File: src/rtl/mbx_pkg.sv
package mbx_pkg;
   typedef logic [31:0] word_t;

   localparam logic [7:0] OFS_STATUS  = 8'h30;
   localparam logic [7:0] OFS_MASK    = 8'h34;
   localparam logic [7:0] OFS_REQ     = 8'h40;
   localparam logic [7:0] OFS_RPL     = 8'h44;
   localparam logic [7:0] OFS_READY   = 8'hB0;

   localparam word_t EMPTY_WORD = 32'hFFFF_FFFF;
   localparam word_t READY_WORD = 32'hFFFF_0000;
   localparam word_t MASK_RESET = 32'h0000_000C;

   localparam logic [4:0] DIS_BIT_MAIN = 5'd3;
   localparam logic [4:0] DIS_BIT_ALT  = 5'd2;
   localparam int         OVF_BIT      = 0;
endpackage

File: src/rtl/mbx_fifo.sv
module mbx_fifo #(
   parameter int W     = 32,
   parameter int DEPTH = 8
) (
   input  logic         clk,
   input  logic         rst_n,
   input  logic         push,
   input  logic [W-1:0] wdata,
   input  logic         pop,
   output logic [W-1:0] rdata,
   output logic         empty,
   output logic         full
);
   localparam int  PTR_W = (DEPTH > 1) ? $clog2(DEPTH) : 1;
   localparam int  LVL_W = $clog2(DEPTH + 1);
   localparam bit  POW2  = (DEPTH > 1) && ((DEPTH & (DEPTH - 1)) == 0);

   initial begin
      if (DEPTH < 1) $error("mbx_fifo: DEPTH must be at least 1");
      if (W < 1)     $error("mbx_fifo: W must be at least 1");
   end

   logic [W-1:0]     mem [DEPTH];
   logic [PTR_W-1:0] wr_ptr, rd_ptr, wr_nxt, rd_nxt;
   logic [LVL_W-1:0] level;
   logic             do_push, do_pop;

   assign full    = (level == LVL_W'(DEPTH));
   assign empty   = (level == '0);
   assign do_push = push && !full;
   assign do_pop  = pop && !empty;
   assign rdata   = mem[rd_ptr];

   generate
      if (POW2) begin : g_wrap
         assign wr_nxt = wr_ptr + 1'b1;
         assign rd_nxt = rd_ptr + 1'b1;
      end else begin : g_cmp
         assign wr_nxt = (wr_ptr == PTR_W'(DEPTH - 1)) ? '0 : wr_ptr + 1'b1;
         assign rd_nxt = (rd_ptr == PTR_W'(DEPTH - 1)) ? '0 : rd_ptr + 1'b1;
      end
   endgenerate

   always_ff @(posedge clk) begin
      if (do_push) mem[wr_ptr] <= wdata;
   end

   always_ff @(posedge clk) begin
      if (!rst_n) begin
         wr_ptr <= '0;
         rd_ptr <= '0;
         level  <= '0;
      end else begin
         if (do_push) wr_ptr <= wr_nxt;
         if (do_pop)  rd_ptr <= rd_nxt;
         case ({do_push, do_pop})
            2'b10:   level <= level + 1'b1;
            2'b01:   level <= level - 1'b1;
            default: level <= level;
         endcase
      end
   end

   // occupancy never passes the configured depth
   a_r1_level_bound: assert property (@(posedge clk) disable iff (!rst_n)
      level <= LVL_W'(DEPTH));

   // a pop on an empty queue removes nothing
   a_r2_empty_pop_ignored: assert property (@(posedge clk) disable iff (!rst_n)
      (pop && !push && level == '0) |=> (level == '0));

   // a push on a full queue adds nothing
   a_r11_full_push_dropped: assert property (@(posedge clk) disable iff (!rst_n)
      (push && !pop && level == LVL_W'(DEPTH)) |=> $stable(level) && $stable(wr_ptr));
endmodule

File: src/rtl/mbx_tally.sv
module mbx_tally #(
   parameter int CNT_W = 5,
   parameter int LIMIT = 6
) (
   input  logic             clk,
   input  logic             rst_n,
   input  logic             inc,
   input  logic             dec,
   output logic [CNT_W-1:0] count,
   output logic             at_limit
);
   initial begin
      if (LIMIT < 1)                 $error("mbx_tally: LIMIT must be at least 1");
      if (LIMIT >= (1 << CNT_W))     $error("mbx_tally: CNT_W too narrow for LIMIT");
   end

   localparam logic [CNT_W-1:0] TOP = '1;

   always_ff @(posedge clk) begin
      if (!rst_n) begin
         count <= '0;
      end else begin
         case ({inc, dec})
            2'b10:   if (count != TOP) count <= count + 1'b1;
            2'b01:   if (count != '0)  count <= count - 1'b1;
            default: count <= count;
         endcase
      end
   end

   assign at_limit = (count >= CNT_W'(LIMIT));

   // one step up per accepted command
   a_r7_count_up: assert property (@(posedge clk) disable iff (!rst_n)
      (inc && !dec && count != TOP) |=> (count == $past(count) + 1'b1));

   // one step down per answered command
   a_r7_count_down: assert property (@(posedge clk) disable iff (!rst_n)
      (dec && !inc && count != '0) |=> (count == $past(count) - 1'b1));

   // no movement without an event
   a_r7_count_hold: assert property (@(posedge clk) disable iff (!rst_n)
      (!inc && !dec) |=> $stable(count));
endmodule

File: src/rtl/mbx_port.sv
module mbx_port
   import mbx_pkg::*;
#(
   parameter int ADDR_W    = 8,
   parameter int REQ_DEPTH = 8,
   parameter int RPL_DEPTH = 8,
   parameter int MAX_OUT   = 6,
   localparam int CNT_W    = $clog2(MAX_OUT + REQ_DEPTH + RPL_DEPTH + 1)
) (
   input  logic              clk,
   input  logic              rst_n,
   input  logic              strap_alt,
   input  logic              fw_ready,
   input  logic [ADDR_W-1:0] bus_addr,
   input  logic              bus_wr,
   input  logic [31:0]       bus_wdata,
   input  logic              bus_rd,
   output logic [31:0]       bus_rdata,
   output logic              req_valid,
   output logic [31:0]       req_data,
   input  logic              req_pop,
   input  logic              rpl_push,
   input  logic [31:0]       rpl_data,
   output logic              rpl_full,
   output logic              irq,
   output logic              cmd_full,
   output logic [CNT_W-1:0]  pend_count
);
   initial begin
      if (ADDR_W < 8) $error("mbx_port: ADDR_W must cover offset 0xB0");
   end

   // address decode
   logic at_status, at_mask, at_req, at_rpl, at_ready;
   assign at_status = (bus_addr == ADDR_W'(OFS_STATUS));
   assign at_mask   = (bus_addr == ADDR_W'(OFS_MASK));
   assign at_req    = (bus_addr == ADDR_W'(OFS_REQ));
   assign at_rpl    = (bus_addr == ADDR_W'(OFS_RPL));
   assign at_ready  = (bus_addr == ADDR_W'(OFS_READY));

   logic wr_req, wr_mask, rd_rpl;
   assign wr_req  = bus_wr && at_req;
   assign wr_mask = bus_wr && at_mask;
   assign rd_rpl  = bus_rd && at_rpl;

   // inbound command queue
   logic req_empty, req_full;
   mbx_fifo #(.W(32), .DEPTH(REQ_DEPTH)) u_req_q (
      .clk   (clk),
      .rst_n (rst_n),
      .push  (wr_req),
      .wdata (bus_wdata),
      .pop   (req_pop),
      .rdata (req_data),
      .empty (req_empty),
      .full  (req_full)
   );
   assign req_valid = !req_empty;

   // outbound completion queue
   logic  rpl_empty;
   word_t rpl_head;
   mbx_fifo #(.W(32), .DEPTH(RPL_DEPTH)) u_rpl_q (
      .clk   (clk),
      .rst_n (rst_n),
      .push  (rpl_push),
      .wdata (rpl_data),
      .pop   (rd_rpl),
      .rdata (rpl_head),
      .empty (rpl_empty),
      .full  (rpl_full)
   );

   // outstanding-command tally
   logic req_taken, rpl_taken, req_dropped;
   assign req_taken   = wr_req && !req_full;
   assign req_dropped = wr_req && req_full;
   assign rpl_taken   = rd_rpl && !rpl_empty;

   mbx_tally #(.CNT_W(CNT_W), .LIMIT(MAX_OUT)) u_tally (
      .clk      (clk),
      .rst_n    (rst_n),
      .inc      (req_taken),
      .dec      (rpl_taken),
      .count    (pend_count),
      .at_limit (cmd_full)
   );

   // mask and sticky overflow
   word_t mask_q;
   logic  ovf_q;
   always_ff @(posedge clk) begin
      if (!rst_n) begin
         mask_q <= MASK_RESET;
         ovf_q  <= 1'b0;
      end else begin
         if (wr_mask)     mask_q <= bus_wdata;
         if (req_dropped) ovf_q  <= 1'b1;
      end
   end

   // strap-selected bit position for disable and pending
   logic [4:0] sel_bit;
   assign sel_bit = strap_alt ? DIS_BIT_ALT : DIS_BIT_MAIN;

   assign irq = !rpl_empty && !mask_q[sel_bit];

   word_t status_word;
   always_comb begin
      status_word          = '0;
      status_word[sel_bit] = !rpl_empty;
      status_word[OVF_BIT] = ovf_q;
   end

   // read mux
   always_comb begin
      bus_rdata = '0;
      if (bus_rd) begin
         if (at_status)     bus_rdata = status_word;
         else if (at_mask)  bus_rdata = mask_q;
         else if (at_rpl)   bus_rdata = rpl_empty ? EMPTY_WORD : rpl_head;
         else if (at_ready) bus_rdata = fw_ready ? READY_WORD : '0;
      end
   end

   // overflow flag holds until reset
   a_r8_ovf_sticky: assert property (@(posedge clk) disable iff (!rst_n)
      ovf_q |=> ovf_q);

   // a dropped request does not move the tally
   a_r8_drop_keeps_count: assert property (@(posedge clk) disable iff (!rst_n)
      req_dropped |=> $stable(pend_count));

   // empty reply read returns the sentinel
   a_r2_empty_sentinel: assert property (@(posedge clk) disable iff (!rst_n)
      (rd_rpl && rpl_empty) |-> (bus_rdata == EMPTY_WORD));

   // a raised interrupt means a completion is waiting
   a_r4_irq_has_reply: assert property (@(posedge clk) disable iff (!rst_n)
      irq |-> status_word[sel_bit]);
endmodule

File: config.mk
export PLATFORM = sky130hd
export DESIGN_NAME = mbx_port
export DESIGN_NICKNAME = d
export VERILOG_FILES = /design/src/rtl/mbx_pkg.sv /design/src/rtl/mbx_fifo.sv /design/src/rtl/mbx_tally.sv /design/src/rtl/mbx_port.sv
export SDC_FILE = /design/constraint.sdc
export NUM_CORES = 1
export LEC_CHECK = 0
export ABC_AREA = 0
export CAP_MARGIN = 20
export CORE_MARGIN = 1
export CORE_UTILIZATION = 37
export CTS_CLUSTER_SIZE = 12
export DETAILED_ROUTE_END_ITERATION = 10
export PLACE_DENSITY = 0.56
export REMOVE_ABC_BUFFERS = 1
export SLEW_MARGIN = 40
export SYNTH_ARGS = -nofsm -noshare
export SYNTH_HDL_FRONTEND = slang
export SYNTH_SLANG_ARGS = --single-unit
File: constraint.sdc
create_clock -name clk -period 15.43 [get_ports clk]
set_clock_uncertainty 0.15 [all_clocks]
set_input_delay 4.629 -clock clk [delete_from_list [all_inputs] [get_ports clk]]
set_output_delay 4.629 -clock clk [all_outputs]
set_load 0.1 [all_outputs]
# --- Word-level counts from Yosys, hierarchy flattened ---
# Memory sizes are Yosys's and may differ from the RTL's. A register that Yosys moved wholly into a read port is not among the register bits.
# Cells that the tools add are included.
totals:
  register_bits: 58
  ramBits: 512
  output_inout_bits: 73
  elab_cells: 88
  memories: 2
classes:
  n_addsub: 10
  magnitude_cmp: 3
  n_eq_ne: 16
  muxes: 25
  bitwise_logic: 1
  n_reduce_logical: 22
mem_list:
  columns: ["memory", "words", "width", "rd", "rd_ports_with_merged_regs", "wr", "line_no", "text"]
  rows:
  - ["u_req_q.mem", 8, 32, 1, 1, 1, "mbx_fifo.sv:23", "logic [W-1:0] mem [DEPTH];"]
  - ["u_rpl_q.mem", 8, 32, 1, 1, 1, "mbx_fifo.sv:23", null]
op_table:
  columns: ["op", "n"]
  rows:
  - ["32-bit 2-to-1 mux", 7]
  - ["32-bit AND", 1]
  - ["8-bit by 6-bit == test with 1-bit output (second input constant)", 2]
  - ["8-bit by 7-bit == test with 1-bit output (second input constant)", 2]
  - ["4-bit case mux with 2 select lines", 2]
  - ["3-bit by 1-bit adder with 3-bit output (second input constant)", 4]
  - ["3-bit 2-to-1 mux", 4]
  - ["1-bit logical AND", 10]
  - ["5-bit 2-to-1 mux", 2]
  - ["5-bit case mux with 2 select lines", 1]
  - ["4-bit by 1-bit adder with 4-bit output (second input constant)", 2]
  - ["4-bit == test (second input constant)", 2]
  - ["8-bit == test (second input constant)", 1]
  - ["4-bit logical NOT", 2]
  - ["4-bit by 1-bit subtractor with 4-bit output (second input constant)", 2]
  - ["1-bit 2-to-1 mux", 7]
  - ["2-bit by 1-bit == test with 1-bit output (second input constant)", 3]
  - ["2-bit == test (second input constant)", 3]
  - ["2-bit by 6-bit less-than comparator with 1-bit output (second input constant)", 1]
  - ["2-bit nonzero test", 3]
  - ["5-bit by 1-bit adder with 5-bit output (second input constant)", 1]
  - ["1-bit binary-select mux with 5-bit select", 1]
  - ["1-bit demux with 5-bit select", 1]
  - ["5-bit by 3-bit >= comparator with 1-bit output (second input constant)", 1]
  - ["other kinds (7)", 12]

# --- Depth between registers and ports, before layout ---
logic_depth:
  word_depth: 8
  ltp_mapped: 12

# --- By module ---
# From an unflattened synthesis, not the netlist that was laid out.
hier_totals:
  cells_unflattened: 1218
  area_unflattened_um2: 23163.5
by_module_without_submodules:
  columns: ["module", "instances", "cells_each", "area_per_inst_um2", "seq_area_each_um2"]
  rows:
  - ["mbx_fifo", 2, 444, 10273.6, 7947.6]
  - ["mbx_port", 1, 284, 2239.6, 660.6]
  - ["mbx_tally", 1, 46, 376.6, 100.1]

# --- Worst setup path after synthesis ---
# No wires, ideal clock.
synth_path:
  path_kind: "in2out"
  from: "input bus_addr[1]"
  to: "output bus_rdata[10]"
  arrival_ns: 7.313
  required_time_ns: 10.651
  path_slack_ns: 3.338
  stages: 6
  path_buffers: 2
  cell_sequence: "or3_1 -> buf_2 -> nor3_1 -> clkbuf_1 -> nand2_1 -> a21oi_1"
synth_via:
  elab_chain_cells: 6
synth_lines:
  columns: ["element", "line_no", "text"]
  rows:
  - ["start: declaration", "mbx_port.sv:14", "input logic [ADDR_W-1:0] bus_addr,"]
  - ["8-bit == test", "mbx_port.sv:39", "assign at_ready = (bus_addr == ADDR_W'(OFS_READY));"]
  - ["32-bit 2-to-1 mux", "mbx_port.sv:122", "else if (at_ready) bus_rdata = fw_ready ? READY_WORD : '0;"]
  - ["32-bit 2-to-1 mux", "mbx_port.sv:121", "else if (at_rpl) bus_rdata = rpl_empty ? EMPTY_WORD : rpl_head;"]
  - ["32-bit 2-to-1 mux", "mbx_port.sv:120", "else if (at_mask) bus_rdata = mask_q;"]
  - ["32-bit 2-to-1 mux (*)", "mbx_port.sv:119", "if (at_status) bus_rdata = status_word;"]
  - ["32-bit 2-to-1 mux (*)", "mbx_port.sv:118", "if (bus_rd) begin"]
  - ["end: declaration", "mbx_port.sv:18", "output logic [31:0] bus_rdata,"]
# Mark *: on every way between the ends. The rest lies on a longest branch, timed or not.

# --- Worst setup path in the final report ---
layout_path:
  from: "input bus_addr[1]"
  to: "output bus_rdata[6]"
# Same word-level chain as after synthesis.

==> impl_metrics.toml <==
[detailed_routing]
viasPerCell = 5.28
met1Wirelength_mm = 21.6
num_vias = 11800
drc_errors = 0
wl_met2_mm = 26.4
avgRoutedWirePerCell_microns = 23.6
drt_iter0_drc = 682
dr.pass1.iters = 5
antenna_left = 0
highest_layer = "met5"
routed-wl-met3_mm = 3.45
routed_wl_mm = 52.8

[worst_hold_path]
min-delay-start = "mask_q[22]$_SDFFE_PN0P_"
min_path_type = "flip-flop to flip-flop"
worstHoldEndpoint = "mask_q[22]$_SDFFE_PN0P_"
hold_depth = 2

[floorplan]
fp.dieArea_sq_um = 62700
rows = 90
die_w_microns = 250
chipHeight_microns = 250
ioPinCount = 153
start_util_pct = 37.6
core_sq_um = 60700

[pwr]
power_w = 0.00310
power_density_nw_per_um2 = 116
vdd_drop_max_mv = 0.0911
p_leak_nw = 8.53

[placed_design]
io_buffers = 152
place_hpwl_mm = 31.6
gp_congestion = 0.787
post-place-cells = 2130
place_ws_ps = 3100

[critical_path]
r2r_end = "u_tally.count[4]$_SDFFE_PN0P_"
reg2reg_slack_ps = 11660
required_ps = 10650
path_class = "input port to output pin"
worstPathArrival_ps = 7500
r2r-start = "u_req_q.level[1]$_SDFFE_PN0P_"
ff2ff_path_depth = 9
critPathMaxFanout = 19
end_kind = "output pin"
startpoint_type = "input port"

[clocking]
cts_resized = 0
root_buffer = "clkbuf_16"
htreeDepth = 2
postCtsSetupBuffers = 0
cts_tree = "yes"
clkSlewWorstSetupHoldPaths_ps = 60
cts_hold_buffers = 0
cts_buffers = 58
clock_path_buffers = 3
worstSkewPairLatency_ps = 600
cts_sinks = 576

[final_layout]
n_fill_cell = 5307
drive_above_1_share_pct = 25.5
nets = 1503
final_util_pct = 44.1
final_cells = 2236
synthToLayoutAreaGrowth_pct = 17.2

[run]
maxCapViolCount = 0

[global_routing]
grt_pass1_vias = 12300
grt_pass1_wl_mm = 78.5
grt_max_degree = 65
grt_usage_pct = 17.0
antenna_found_initial = 9
grt.overflow.total = 0

[sta]
rsz0062_at_grt = "no"
clock.fmax_mhz = 81.5
tightest_slew_ps = 855
fin_ws_ps = 3150
max_slew_margin_pct = 42.2
min_period_ps = 12280
slew_violations = 0
fin_crit_sh_pct = 79.6
setup_violations = 0
fin_setup_tns_ps = 0
hold_viol = 0

[logic_synthesis]
async_flop_share_pct = 0
ys_seq_area_share_pct = 72.9
ys_ff_latch = 576
syn_area_sq_um = 22800
synth_edf_count = 512
synthDistinctLibCells = 65
syn_avg_cell_area_sq_um = 18.5
synth-main-ff-cell = "edfxtp_1"
yosys_warnings = 0
post_synth_inst_count = 1237

[outcome]
status = "finished, final reports clean"
[worst max path at each step]
stage | from | to
finish | bus_addr[1] | bus_rdata[6]
floorplan | bus_addr[1] | bus_rdata[10]
CTS | bus_addr[1] | bus_rdata[6]
detailed placement | bus_addr[1] | bus_rdata[6]
global route | bus_addr[1] | bus_rdata[4]
global placement | bus_addr[1] | bus_rdata[6]
[worst max-delay path, stage by stage]
cell and delay [ps]:
clkdlybuf4s50_1 460, or3_2 770, nor3_4 640, nand2_1 130
a21oi_1 350, buf_2 500
[per-stage QoR]
step / hold WS [ps] / cell area, sq um
detailed placement: 301 / 25000
global route: 329 / 26800
CTS: 309 / 26800
global placement: 297 / 25400
finish: 307 / 26800
floorplan: 281 / 22500
[routing by layer]
layer,vias up,track usage (%)
li1,5303,-
met1,6079,21.4
met3,86,4.45
met2,313,28.6
met4,14,5.07
met5,-,0
[cells in the mapped netlist (4+ instances only)]
library cell / number / area [sq um]
inv_1: 9 / 33.8
o21ai_0: 12 / 60.1
xor2_1: 12 / 105
ha_1: 15 / 188
mux2i_1: 21 / 210
a311o_1: 13 / 130
nand2b_1: 21 / 131
mux4_2: 128 / 2880
nand3_1: 15 / 75.1
mux2_2: 32 / 360
nor2_1: 29 / 109
nor3_1: 6 / 30.0
a22o_1: 16 / 140
buf_2: 25 / 125
clkbuf_1: 36 / 135
a221oi_1: 4 / 35.0
edfxtp_1: 512 / 15400
buf_1: 4 / 15.0
or4_1: 5 / 37.5
a21oi_1: 62 / 310
or3_1: 5 / 31.3
nor2b_1: 6 / 37.5
dfxtp_1: 64 / 1280
nand2_1: 126 / 473
nor4b_1: 4 / 35.0
[final cells by class]
type / instances / area [sq um] / share of cell area (%)
Sequential cell: 576 / 16700 / 62.3
Multi-Input combinational cell: 583 / 5990 / 22.4
Clock buffer: 91 / 1630 / 6.07
Timing Repair Buffer: 178 / 1360 / 5.08
Tap cell: 782 / 978 / 3.66
Clock inverter: 12 / 98.8 / 0.369
Inverter: 11 / 43.8 / 0.164
Antenna cell: 3 / 7.51 / 0.0280
[cell families (layout without fill, tap and decap cells)]
family | count (synthesis) | in the layout | share of synthesized area (%)
buffers and inverters | 78 | 292 | 1.45
DFF | 576 | 576 | 72.9
and+or+nand+nor | 242 | 242 | 5.24
other | 0 | 3 | 0
xor gates and xnor gates | 15 | 15 | 0.608
adders and majority gates | 15 | 15 | 0.822
AOI/OAI and AO/OA | 130 | 130 | 3.82
muxes | 181 | 181 | 15.1
[layout by cell type (no fill, tap or decap), types with 3 or more instances in the layout]
cell and count:
nand2_1 126, a22o_1 16, buf_4 24, nor2b_1 6, diode_2 3, nand2b_1 21, a211o_1 3, buf_2 73
clkdlybuf4s50_1 79, ha_1 15, dfxtp_2 3, nor2_1 17, o21ai_0 12, mux2i_1 21, xor2_1 12, or4_1 5
or3_1 4, nand3_1 15, edfxtp_1 512, nor2_4 12, dfxtp_1 59, nor3_2 5, mux4_2 128, a311o_1 13
clkbuf_8 5, nor4b_1 4, a221oi_1 4, mux2_2 32, clkbuf_1 28, a21oi_1 62, clkinv_2 6, clkbuf_16 58
inv_1 9
[power by group]
| part | total (W) | switching (W) | internal (W) |
|---|---|---|---|
| Combinational | 0.0000927 | 0.0000583 | 0.0000344 |
| Clock | 0.00130 | 0.000560 | 0.000735 |
| Sequential | 0.00172 | 0.00000490 | 0.00171 |
[sequential cells by signal, indices dropped and copies added, names as in the netlist, named ones only]
signal / cells
u_tally.count: 5
u_rpl_q.wr_ptr: 3
u_req_q.mem: 256
u_rpl_q.level: 4
u_rpl_q.rd_ptr: 3
u_rpl_q.mem: 256
u_req_q.rd_ptr: 3
mask_q: 32
u_req_q.wr_ptr: 3
ovf_q: 1
u_req_q.level: 4
Note: power is estimated with default switching activity, not from simulation.
